==> config.mk <==
export PLATFORM = sky130hd
export DESIGN_NAME = sqz_ibuf
export DESIGN_NICKNAME = d
export VERILOG_FILES = /design/src/rtl/sqz_ibuf_pkg.sv /design/src/rtl/sqz_ibuf_store.sv /design/src/rtl/sqz_ibuf_credit.sv /design/src/rtl/sqz_ibuf_stats.sv /design/src/rtl/sqz_ibuf.sv
export SDC_FILE = /design/constraint.sdc
export NUM_CORES = 1
export LEC_CHECK = 0
export ABC_AREA = 0
export ABC_CLOCK_PERIOD_IN_PS = 8960
export BUFFER_PORTS_ARGS = -buffer_cell sky130_fd_sc_hd__buf_4
export CORE_ASPECT_RATIO = 1.25
export CORE_MARGIN = 2
export CORE_UTILIZATION = 54
export CTS_BUF_LIST = sky130_fd_sc_hd__clkbuf_8 sky130_fd_sc_hd__clkbuf_16
export DETAILED_ROUTE_END_ITERATION = 6
export GPL_TIMING_DRIVEN = 0
export PLACE_DENSITY_LB_ADDON = 0.25
export SLEW_MARGIN = 40
export SYNTH_ARGS = -nofsm -noshare
export SYNTH_HDL_FRONTEND = slang
export SYNTH_HIERARCHICAL = 1
export SYNTH_SLANG_ARGS = --single-unit
==> constraint.sdc <==
create_clock -name clk -period 8.96 [get_ports clk]
set_input_delay 1.792 -clock clk [delete_from_list [all_inputs] [get_ports clk]]
set_output_delay 1.792 -clock clk [all_outputs]
set_load 0.03 [all_outputs]
==> src/rtl/sqz_ibuf_pkg.sv <==
package sqz_ibuf_pkg;
    localparam int SEQ_W  = 16;
    localparam int PC_W   = 32;
    localparam int WORD_W = 32;
    localparam int DCNT_W = 2;

    typedef struct packed {
        logic [SEQ_W-1:0]  seq;
        logic [PC_W-1:0]   pc;
        logic [WORD_W-1:0] word;
        logic [DCNT_W-1:0] ndst;
    } ib_entry_t;

    typedef enum logic {
        SQ_IDLE = 1'b0,
        SQ_WALK = 1'b1
    } sq_state_e;

    // Unsigned age test: true when a was issued after b (no wrap assumed).
    function automatic logic is_younger(logic [SEQ_W-1:0] a, logic [SEQ_W-1:0] b);
        return a > b;
    endfunction
endpackage

==> src/rtl/sqz_ibuf_store.sv <==
module sqz_ibuf_store
    import sqz_ibuf_pkg::*;
#(
    parameter int DEPTH = 8,
    localparam int AW = $clog2(DEPTH),
    localparam int CW = AW + 1
) (
    input  logic              clk,
    input  logic              rst,
    input  logic              wr_en,
    input  ib_entry_t         wr_entry,
    input  logic              rd_en,
    input  logic              drop_en,
    output ib_entry_t         head_entry,
    output logic [SEQ_W-1:0]  tail_seq,
    output logic [DCNT_W-1:0] tail_ndst,
    output logic [CW-1:0]     count
);
    ib_entry_t       mem [DEPTH];
    logic [AW-1:0]   rd_ptr, wr_ptr;
    logic [AW-1:0]   last_ptr;

    assign last_ptr   = wr_ptr - 1'b1;
    assign head_entry = mem[rd_ptr];
    assign tail_seq   = mem[last_ptr].seq;
    assign tail_ndst  = mem[last_ptr].ndst;

    always_ff @(posedge clk) begin
        if (wr_en) mem[wr_ptr] <= wr_entry;
    end

    always_ff @(posedge clk) begin
        if (rst) begin
            rd_ptr <= '0;
            wr_ptr <= '0;
            count  <= '0;
        end else begin
            if (rd_en) rd_ptr <= rd_ptr + 1'b1;
            if (wr_en) wr_ptr <= wr_ptr + 1'b1;
            else if (drop_en) wr_ptr <= last_ptr;
            count <= count + CW'(wr_en) - CW'(rd_en) - CW'(drop_en);
        end
    end
endmodule

==> src/rtl/sqz_ibuf_credit.sv <==
module sqz_ibuf_credit
    import sqz_ibuf_pkg::*;
#(
    parameter int NUM_PREGS = 16,
    localparam int FW = $clog2(NUM_PREGS + 1),
    localparam int SW = FW + 2
) (
    input  logic              clk,
    input  logic              rst,
    input  logic              take_en,
    input  logic [DCNT_W-1:0] take_n,
    input  logic              give_en,
    input  logic [DCNT_W-1:0] give_n,
    input  logic              rel_en,
    input  logic [FW-1:0]     rel_n,
    output logic [FW-1:0]     free,
    output logic              blocked
);
    logic [SW-1:0] base, nxt;

    always_comb begin
        base = SW'(free);
        if (give_en) base = base + SW'(give_n);
        if (rel_en)  base = base + SW'(rel_n);
        nxt = base;
        if (take_en) nxt = (base >= SW'(take_n)) ? base - SW'(take_n) : '0;
        if (nxt > SW'(NUM_PREGS)) nxt = SW'(NUM_PREGS);
    end

    always_ff @(posedge clk) begin
        if (rst) begin
            free    <= FW'(NUM_PREGS);
            blocked <= 1'b0;
        end else begin
            free <= nxt[FW-1:0];
            if (take_en && nxt == '0)      blocked <= 1'b1;
            else if (rel_en && nxt != '0)  blocked <= 1'b0;
        end
    end
endmodule

==> src/rtl/sqz_ibuf_stats.sv <==
module sqz_ibuf_stats #(
    parameter int DEPTH  = 8,
    parameter int STAT_W = 32,
    localparam int CW = $clog2(DEPTH) + 1
) (
    input  logic              clk,
    input  logic              rst,
    input  logic [CW-1:0]     count,
    input  logic              pop_fire,
    output logic [STAT_W-1:0] occ_accum,
    output logic [STAT_W-1:0] full_cycles,
    output logic [STAT_W-1:0] dispatch_count
);
    always_ff @(posedge clk) begin
        if (rst) begin
            occ_accum      <= '0;
            full_cycles    <= '0;
            dispatch_count <= '0;
        end else begin
            occ_accum <= occ_accum + STAT_W'(count);
            if (count == CW'(DEPTH)) full_cycles <= full_cycles + 1'b1;
            if (pop_fire) dispatch_count <= dispatch_count + 1'b1;
        end
    end
endmodule

==> src/rtl/sqz_ibuf.sv <==
module sqz_ibuf
    import sqz_ibuf_pkg::*;
#(
    parameter int DEPTH     = 8,
    parameter int NUM_PREGS = 16,
    parameter int STAT_W    = 32,
    localparam int CW = $clog2(DEPTH) + 1,
    localparam int FW = $clog2(NUM_PREGS + 1)
) (
    input  logic              clk,
    input  logic              rst,
    input  logic              push_valid,
    input  logic [SEQ_W-1:0]  push_seq,
    input  logic [PC_W-1:0]   push_pc,
    input  logic [WORD_W-1:0] push_word,
    input  logic [DCNT_W-1:0] push_ndst,
    output logic              push_ready,
    input  logic              pop_req,
    output logic              pop_valid,
    output logic [SEQ_W-1:0]  pop_seq,
    output logic [PC_W-1:0]   pop_pc,
    output logic [WORD_W-1:0] pop_word,
    output logic [DCNT_W-1:0] pop_ndst,
    input  logic              squash_valid,
    input  logic [SEQ_W-1:0]  squash_seq,
    output logic              squash_busy,
    input  logic              rel_valid,
    input  logic [FW-1:0]     rel_count,
    output logic [FW-1:0]     free_regs,
    output logic              rename_blocked,
    output logic [CW-1:0]     occupancy,
    output logic [STAT_W-1:0] occ_accum,
    output logic [STAT_W-1:0] full_cycles,
    output logic [STAT_W-1:0] dispatch_count
);
    sq_state_e         sq_state;
    logic [SEQ_W-1:0]  sq_bound;
    ib_entry_t         wr_entry, head_entry;
    logic [SEQ_W-1:0]  tail_seq;
    logic [DCNT_W-1:0] tail_ndst;
    logic              push_fire, pop_fire, drop_en;

    assign squash_busy = (sq_state == SQ_WALK);
    assign push_ready  = (occupancy != CW'(DEPTH)) && !squash_busy && !rename_blocked;
    assign pop_valid   = (occupancy != '0) && !squash_busy;
    assign push_fire   = push_valid && push_ready;
    assign pop_fire    = pop_req && pop_valid;
    assign drop_en     = squash_busy && (occupancy != '0) && is_younger(tail_seq, sq_bound);

    assign wr_entry = '{seq: push_seq, pc: push_pc, word: push_word, ndst: push_ndst};
    assign pop_seq  = head_entry.seq;
    assign pop_pc   = head_entry.pc;
    assign pop_word = head_entry.word;
    assign pop_ndst = head_entry.ndst;

    always_ff @(posedge clk) begin
        if (rst) begin
            sq_state <= SQ_IDLE;
            sq_bound <= '0;
        end else begin
            unique case (sq_state)
                SQ_IDLE: if (squash_valid) begin
                    sq_state <= SQ_WALK;
                    sq_bound <= squash_seq;
                end
                SQ_WALK: if (!drop_en) sq_state <= SQ_IDLE;
                default: sq_state <= SQ_IDLE;
            endcase
        end
    end

    sqz_ibuf_store #(.DEPTH(DEPTH)) u_store (
        .clk(clk), .rst(rst),
        .wr_en(push_fire), .wr_entry(wr_entry),
        .rd_en(pop_fire), .drop_en(drop_en),
        .head_entry(head_entry), .tail_seq(tail_seq), .tail_ndst(tail_ndst),
        .count(occupancy)
    );

    sqz_ibuf_credit #(.NUM_PREGS(NUM_PREGS)) u_credit (
        .clk(clk), .rst(rst),
        .take_en(push_fire), .take_n(push_ndst),
        .give_en(drop_en), .give_n(tail_ndst),
        .rel_en(rel_valid), .rel_n(rel_count),
        .free(free_regs), .blocked(rename_blocked)
    );

    sqz_ibuf_stats #(.DEPTH(DEPTH), .STAT_W(STAT_W)) u_stats (
        .clk(clk), .rst(rst),
        .count(occupancy), .pop_fire(pop_fire),
        .occ_accum(occ_accum), .full_cycles(full_cycles),
        .dispatch_count(dispatch_count)
    );
endmodule

=== Word level (Yosys, flattened, before mapping) ===
Memories as Yosys holds them, arrays and structs flattened. A register that Yosys moved wholly into a read port is not among the register bits.
Index checks and enable logic that the tools add are counted.

* Output and inout port bits: 191
* Bits in read-only memories: 0
* Memories: 1
* Bits in latches: 0
* Input port bits: 109
* Memory bits (writable): 656
* Logic and storage cells: 62
* Flip-flop bits (word level): 129

{| class="wikitable"
|+ Memories
! memory !! words !! width !! read ports !! clocked after memory_dff !! wr ports !! RTL line !! RTL
|-
| u_store.mem || 8 || 82 || 2 || 1 || 1 || sqz_ibuf_store.sv:19 || <nowiki>ib_entry_t mem [DEPTH];</nowiki>
|}

* $add $sub $neg: 12
* $lt $le $gt $ge: 3
* Eq/ne operators: 2
* Bitwise gates (word level): 1
* Div/mod/pow operators: 0
* Multiplexer cells: 16
* Reduce and logical (&&, ||, !) cells: 17
* $mul: 0
* Shift-type cells: 0

{| class="wikitable"
|+ Operator list
! operator !! number
|-
| $add 32x1->32 const B || 2
|-
| $mux 7 || 5
|-
| $add 32x4->32 || 1
|-
| $gt 16x16->1 || 1
|-
| $mux 3 || 4
|-
| $logic_and 1x1->1 || 9
|-
| $sub 4x1->4 || 2
|-
| $add 7x5->7 || 1
|-
| $ge 7x2->1 || 1
|-
| $gt 7x5->1 const B || 1
|-
| $logic_not 7->1 || 1
|-
| $reduce_bool 7->1 || 1
|-
| $sub 7x2->7 || 1
|-
| $add 3x1->3 const B || 2
|-
| $add 5x2->6 || 1
|-
| $mux 1 || 6
|-
| $add 4x1->4 || 1
|-
| $eq 4x4->1 const B || 1
|-
| $ne 4x4->1 const B || 1
|-
| $reduce_bool 2->1 || 2
|-
| $reduce_bool 4->1 || 1
|-
| $sub 3x1->3 const B || 1
|-
| $logic_not 1->1 || 2
|-
| $pmux 1 s2 || 1
|-
| other kinds (2) || 2
|}

=== Logic depth before layout (Yosys ltp) ===
An unclocked memory read counts as a cell.

* Depth after elaboration: 16
* Mapped depth: 29
* Depth with buffers taken out: 25

=== Cells and area by module ===
The synthesis kept the hierarchy.

{| class="wikitable"
|+ Modules (own cells, without submodules)
! module !! cells an instance !! times used !! area an instance (sq um) !! sequential area each (sq um)
|-
| sqz_ibuf_store || 1202 || 1 || 26601.8 || 19959.1
|-
| sqz_ibuf_stats || 522 || 1 || 4453.0 || 1921.8
|-
| sqz_ibuf || 144 || 1 || 1052.3 || 340.3
|-
| sqz_ibuf_credit || 106 || 1 || 925.9 || 120.1
|}

=== Least setup slack after synthesis ===
Ideal clock, no wire load.

* Path kind: input -> register
* From: input push_valid
* To: memory u_store/mem[4][0] (netlist bit) (enable)
* Library setup time: 0.623 ns
* Required time: 8.337 ns
* Slack: 0.465 ns
* Data arrival time: 7.872 ns
* Stages: 3
* Path buffers: 0
* Cells stage by stage: and2_1 -> nand2_1 -> nor3_1

* Longest elaborated chain between the ends: 3

{| class="wikitable"
|+ RTL lines
! what !! RTL line !! RTL
|-
| start, declared || sqz_ibuf.sv:12 || <nowiki>input logic push_valid,</nowiki>
|-
| $logic_and 1x1->1 || sqz_ibuf.sv:46 || <nowiki>assign push_fire = push_valid && push_ready;</nowiki>
|-
| $mux 1 || sqz_ibuf_store.sv:29 || <nowiki>if (wr_en) mem[wr_ptr] <= wr_entry;</nowiki>
|-
| $mux 1 (not written as such) || sqz_ibuf_store.sv:29 ||
|-
| end, declared || sqz_ibuf_store.sv:19 ||
|}

Every way passes these cells.

=== Worst setup path in the final report ===
* From: register u_store.wr_ptr[0]
* To: register u_credit.free[3]

* Longest elaborated chain between the ends: 12
* Elaborated cells on any way between the ends: 14
* Classes of those cells: 4 x add/sub; 3 x order compare; 5 x mux; 1 x reduce/logical; 1 x memory

{| class="wikitable"
|+ RTL lines
! what !! RTL line !! RTL
|-
| start, declared || sqz_ibuf_store.sv:20 || <nowiki>logic [AW-1:0] rd_ptr, wr_ptr;</nowiki>
|-
| start signal, assigned || sqz_ibuf_store.sv:39 || <nowiki>if (wr_en) wr_ptr <= wr_ptr + 1'b1;</nowiki>
|-
| start signal, assigned || sqz_ibuf_store.sv:40 || <nowiki>else if (drop_en) wr_ptr <= last_ptr;</nowiki>
|-
| $sub 3x1->3 * || sqz_ibuf_store.sv:23 || <nowiki>assign last_ptr = wr_ptr - 1'b1;</nowiki>
|-
| $mem_v2 8x82 * || - ||
|-
| named net tail_seq[15] || sqz_ibuf.sv:39 || <nowiki>logic [SEQ_W-1:0] tail_seq;</nowiki>
|-
| $gt 16x16->1 * || sqz_ibuf_pkg.sv:21 || <nowiki>return a > b;</nowiki>
|-
| $logic_and 1x1->1 * || sqz_ibuf.sv:48 || <nowiki>assign drop_en = squash_busy && (occupancy != '0) && is_younger(tail_seq, sq_bound);</nowiki>
|-
| named net drop_en || sqz_ibuf.sv:41 || <nowiki>logic push_fire, pop_fire, drop_en;</nowiki>
|-
| $mux 7 * || sqz_ibuf_credit.sv:23 || <nowiki>if (give_en) base = base + SW'(give_n);</nowiki>
|-
| $add 7x5->7 || sqz_ibuf_credit.sv:24 || <nowiki>if (rel_en) base = base + SW'(rel_n);</nowiki>
|-
| $mux 7 * || sqz_ibuf_credit.sv:24 ||
|-
| $sub 7x2->7 / $ge 7x2->1 (equally long branches) || sqz_ibuf_credit.sv:26 || <nowiki>if (take_en) nxt = (base >= SW'(take_n)) ? base - SW'(take_n) : '0;</nowiki>
|-
| $mux 7 || sqz_ibuf_credit.sv:26 ||
|-
| $mux 7 * || sqz_ibuf_credit.sv:26 ||
|-
| $gt 7x5->1 || sqz_ibuf_credit.sv:27 || <nowiki>if (nxt > SW'(NUM_PREGS)) nxt = SW'(NUM_PREGS);</nowiki>
|-
| $mux 7 * || sqz_ibuf_credit.sv:27 ||
|-
| end signal, assigned || sqz_ibuf_credit.sv:32 || <nowiki>free <= FW'(NUM_PREGS);</nowiki>
|-
| end signal, assigned || sqz_ibuf_credit.sv:35 || <nowiki>free <= nxt[FW-1:0];</nowiki>
|-
| end, declared || sqz_ibuf_credit.sv:16 || <nowiki>output logic [FW-1:0] free,</nowiki>
|}

The timed path passes the listed nets; every way through them passes the cells marked *.
A chain may end at the register's enable or synchronous reset.

==> qor.yml <==
status: "finished, final reports clean"
rsz0062_at_grt: "false"
finalNonFillerCells: 3254
r2r_setup_slack_ps: 1390
antenna_found_initial: 7
syn_avg_cell_area_um2: 16.73
drcViolationCount: 0
hpwl_um: 54550
hold_end: "sq_bound[11]"
drtAntennaViolNets: 0
maxSlewViolCount: 0
power.density_nw_per_um2: 290.3
crit_type: "reg -> reg"
multi_input_area_um2: 10060
peakVddDrop_v: 0.0002390
cts_sinks: 788
via_per_inst: 6.042
crit_fanout: 10
grt-ovfl-total: 0
final_util_pct: 65.70
dp_cells: 3115
drv_cap: 0
num_rows: 101
netlist-cell-type-count: 74
dieArea_um2: 63180
worstHoldStart: "sq_bound[11]"
ys_async_sr_fraction_pct: 0
hold_buffers: 0
first_pass_iters: 7
drt_wl_total_um: 79520
netlist_area_um2: 33030
synth_fp_nets: 2126
start_util_pct: 54.46
area_delta_synth_final_pct: 20.65
yosys.area.top_type: "edfxtp_1"
cp.arrival_ps: 8130
io_buffers: 299
grt_pass1_vias: 19850
synth_top_cell_area_share_pct: 59.63
die_y_um: 280.5
fillCellCount: 4091
cts_setup_buffers: 0
final_nets: 2573
fmax_ghz: 0.1320
grt_pass1_wl_um: 118700
synth.yosys.seq_area_share_pct: 67.63
worst_slew_margin_rel_pct: 39.48
cp-end-kind: "flop"
synthTopCellsByArea: "edfxtp_1, mux4_2, dfxtp_1, mux2_2, mux2i_1"
grt_use_total_pct: 25.19
synth_edf_count: 656
cts-root-buf: "clkbuf_16"
tightest_slew_ps: 899.6
coreArea_um2: 60660
hold_violations: 0
clock_latency_ps: 620
drive_gt1_share_pct: 32.03
setup_viol: 0
r2r_cells: 25
cts-buffers-inserted: 76
drtIter0Drc: 1613
seq_area_um2: 22340
r2r_end: "u_credit/free[3]"
cp.required_ps: 9510
hold-path-cell-count: 2
ys_warn_count: 6
cp-start-kind: "flop"
leakagePower_nw: 13.52
r2r-start: "u_store/wr_ptr[0]"
cts_max_level: 3
die_width_um: 225.2
skew_ps: 15.76
gp_congestion: 0.8441
yosys_most_used_dff: "edfxtp_1"
clk_path_buf_depth: 3
io_pins: 300
grt_max_degree: 17
ys_ff_latch: 788
avgRoutedWirePerCell_um: 24.44
vias: 19660
syn_inst: 1974
postCtsResizedCells: 0
cts_tree: "done"
clk_pin_slew_worst_paths_ps: 60
min-delay-path-class: "reg -> reg"
period_share_pct: 84.53
fin_crit_ps: 7574
==> power by group <==
| group | leakage (nW) | switching [mW] | internal [mW] |
|---|---|---|---|
| Combinational | 5.27 | 2.34 | 1.60 |
| Sequential | 7.01 | 0.142 | 4.35 |
| Clock | 1.24 | 1.34 | 1.81 |
==> worst max-delay path: stages (launching register included) <==
cell and delay (ps):
dfxtp_1 340, clkbuf_1 180, inv_1 80, clkbuf_1 310
ha_1 420, xnor2_2 560, clkbuf_1 620, nand3_1 140
and4_1 230, ha_1 350, nand4_2 170, nor4_1 430
a22o_1 210, o31a_2 310, mux2_2 390, ha_1 210
inv_1 70, fa_1 410, a21oi_1 320, fa_1 220
nand2b_1 130, and2b_2 270, nor4_1 400, o311ai_1 190
or3_1 390, nor2_1 140
==> worst max-delay path by stage <==
stage	startpoint	end	slack, ps	cells after the start
6_report	u_store/wr_ptr[0]	u_credit/free[3]	1390	25
5_1_grt	u_store/wr_ptr[0]	u_credit/free[0]	940	26
4_1_cts	u_store/wr_ptr[0]	u_credit/free[3]	1410	25
3_5_place_dp	u_store/wr_ptr[0]	u_credit/free[0]	1460	25
3_3_place_gp	push_valid	u_store/mem[0][35]	-5780	4
2_1_floorplan	push_valid	u_store/mem[4][0]	470	3
==> flip-flops by register name, indices dropped and copies added (netlist names), 3 cells and up, named ones only <==
register / flops
u_store/mem: 656
u_stats/dispatch_count: 32
u_stats/full_cycles: 32
u_stats/occ_accum: 32
sq_bound: 16
u_credit/free: 5
u_store/count: 4
u_store/rd_ptr: 3
u_store/wr_ptr: 3
==> cell usage after synthesis (32+ instances only) <==
master,count
dfxtp_1,132
nand4_1,32
clkbuf_1,46
mux4_2,164
a21oi_1,48
nor2_1,108
ha_1,37
nand2_1,86
inv_1,50
edfxtp_1,656
xnor2_1,54
nand3_1,96
mux2_2,88
mux2i_1,77
==> metrics by stage <==
step           setup slack [ps]  setup TNS [ps]  area (um2)  hold slack [ps]  total power, mW
2_1_floorplan             465.2               0       33030            436.3            7.075
3_3_place_gp              -5777        -1531500       36240            448.3            8.287
3_5_place_dp               1461               0       37380            453.0            8.495
4_1_cts                    1411               0       39850            460.7            11.65
5_1_grt                   938.5               0       39850            476.9            12.04
6_report                   1386               0       39850            462.8            11.57
==> cells in the final DEF, fill, tap and decap left out, types with 8 or more instances in the layout <==
cell / n
buf_16: 25
clkbuf_16: 79
clkinv_1: 16
nor2_1: 102
mux2_2: 88
mux2i_1: 77
nand4_1: 32
ha_1: 37
and4_1: 31
and2_1: 9
clkbuf_1: 45
buf_6: 16
edfxtp_1: 656
buf_4: 325
or3_1: 22
xor2_1: 24
nor3_1: 19
mux4_2: 164
buf_2: 27
clkinv_2: 8
buf_1: 11
o21ai_0: 26
a21oi_1: 48
xnor2_1: 54
nand2_1: 86
inv_1: 62
dfxtp_1: 132
nand3_1: 96
nor2b_1: 12
nand2b_1: 8
buf_8: 11
nor4_1: 20
==> cell families (layout without fill, tap and decap cells) <==
kind of cell / after synthesis / in the layout / synth area share, %
xor gates and xnor gates: 80 / 80 / 2.167
other: 0 / 3 / 0
AOI/OAI and AO/OA: 116 / 116 / 2.280
adders and majority gates: 43 / 43 / 1.765
buffers and inverters: 143 / 648 / 2.079
muxes: 329 / 329 / 16.51
and+or+nand+nor: 475 / 475 / 7.560
DFF: 788 / 788 / 67.63
==> per-layer routing <==
metal  routed length [um]  global-route usage (%)
met1                30670                   32.04
met5                   37                       0
met4                 2585                   9.883
met2                40040                   42.64
met3                 6185                   5.131
==> cell type report <==
type	instances	area share [%]
Clock buffer	83	5.098
Tap cell	772	2.424
Clock inverter	53	1.086
Antenna cell	3	0.01884
Timing Repair Buffer	369	8.345
Sequential cell	788	56.06
Inverter	51	0.4803
Buffer	92	1.249
Multi-Input combinational cell	1043	25.24
(Power assumes the default switching activity.)
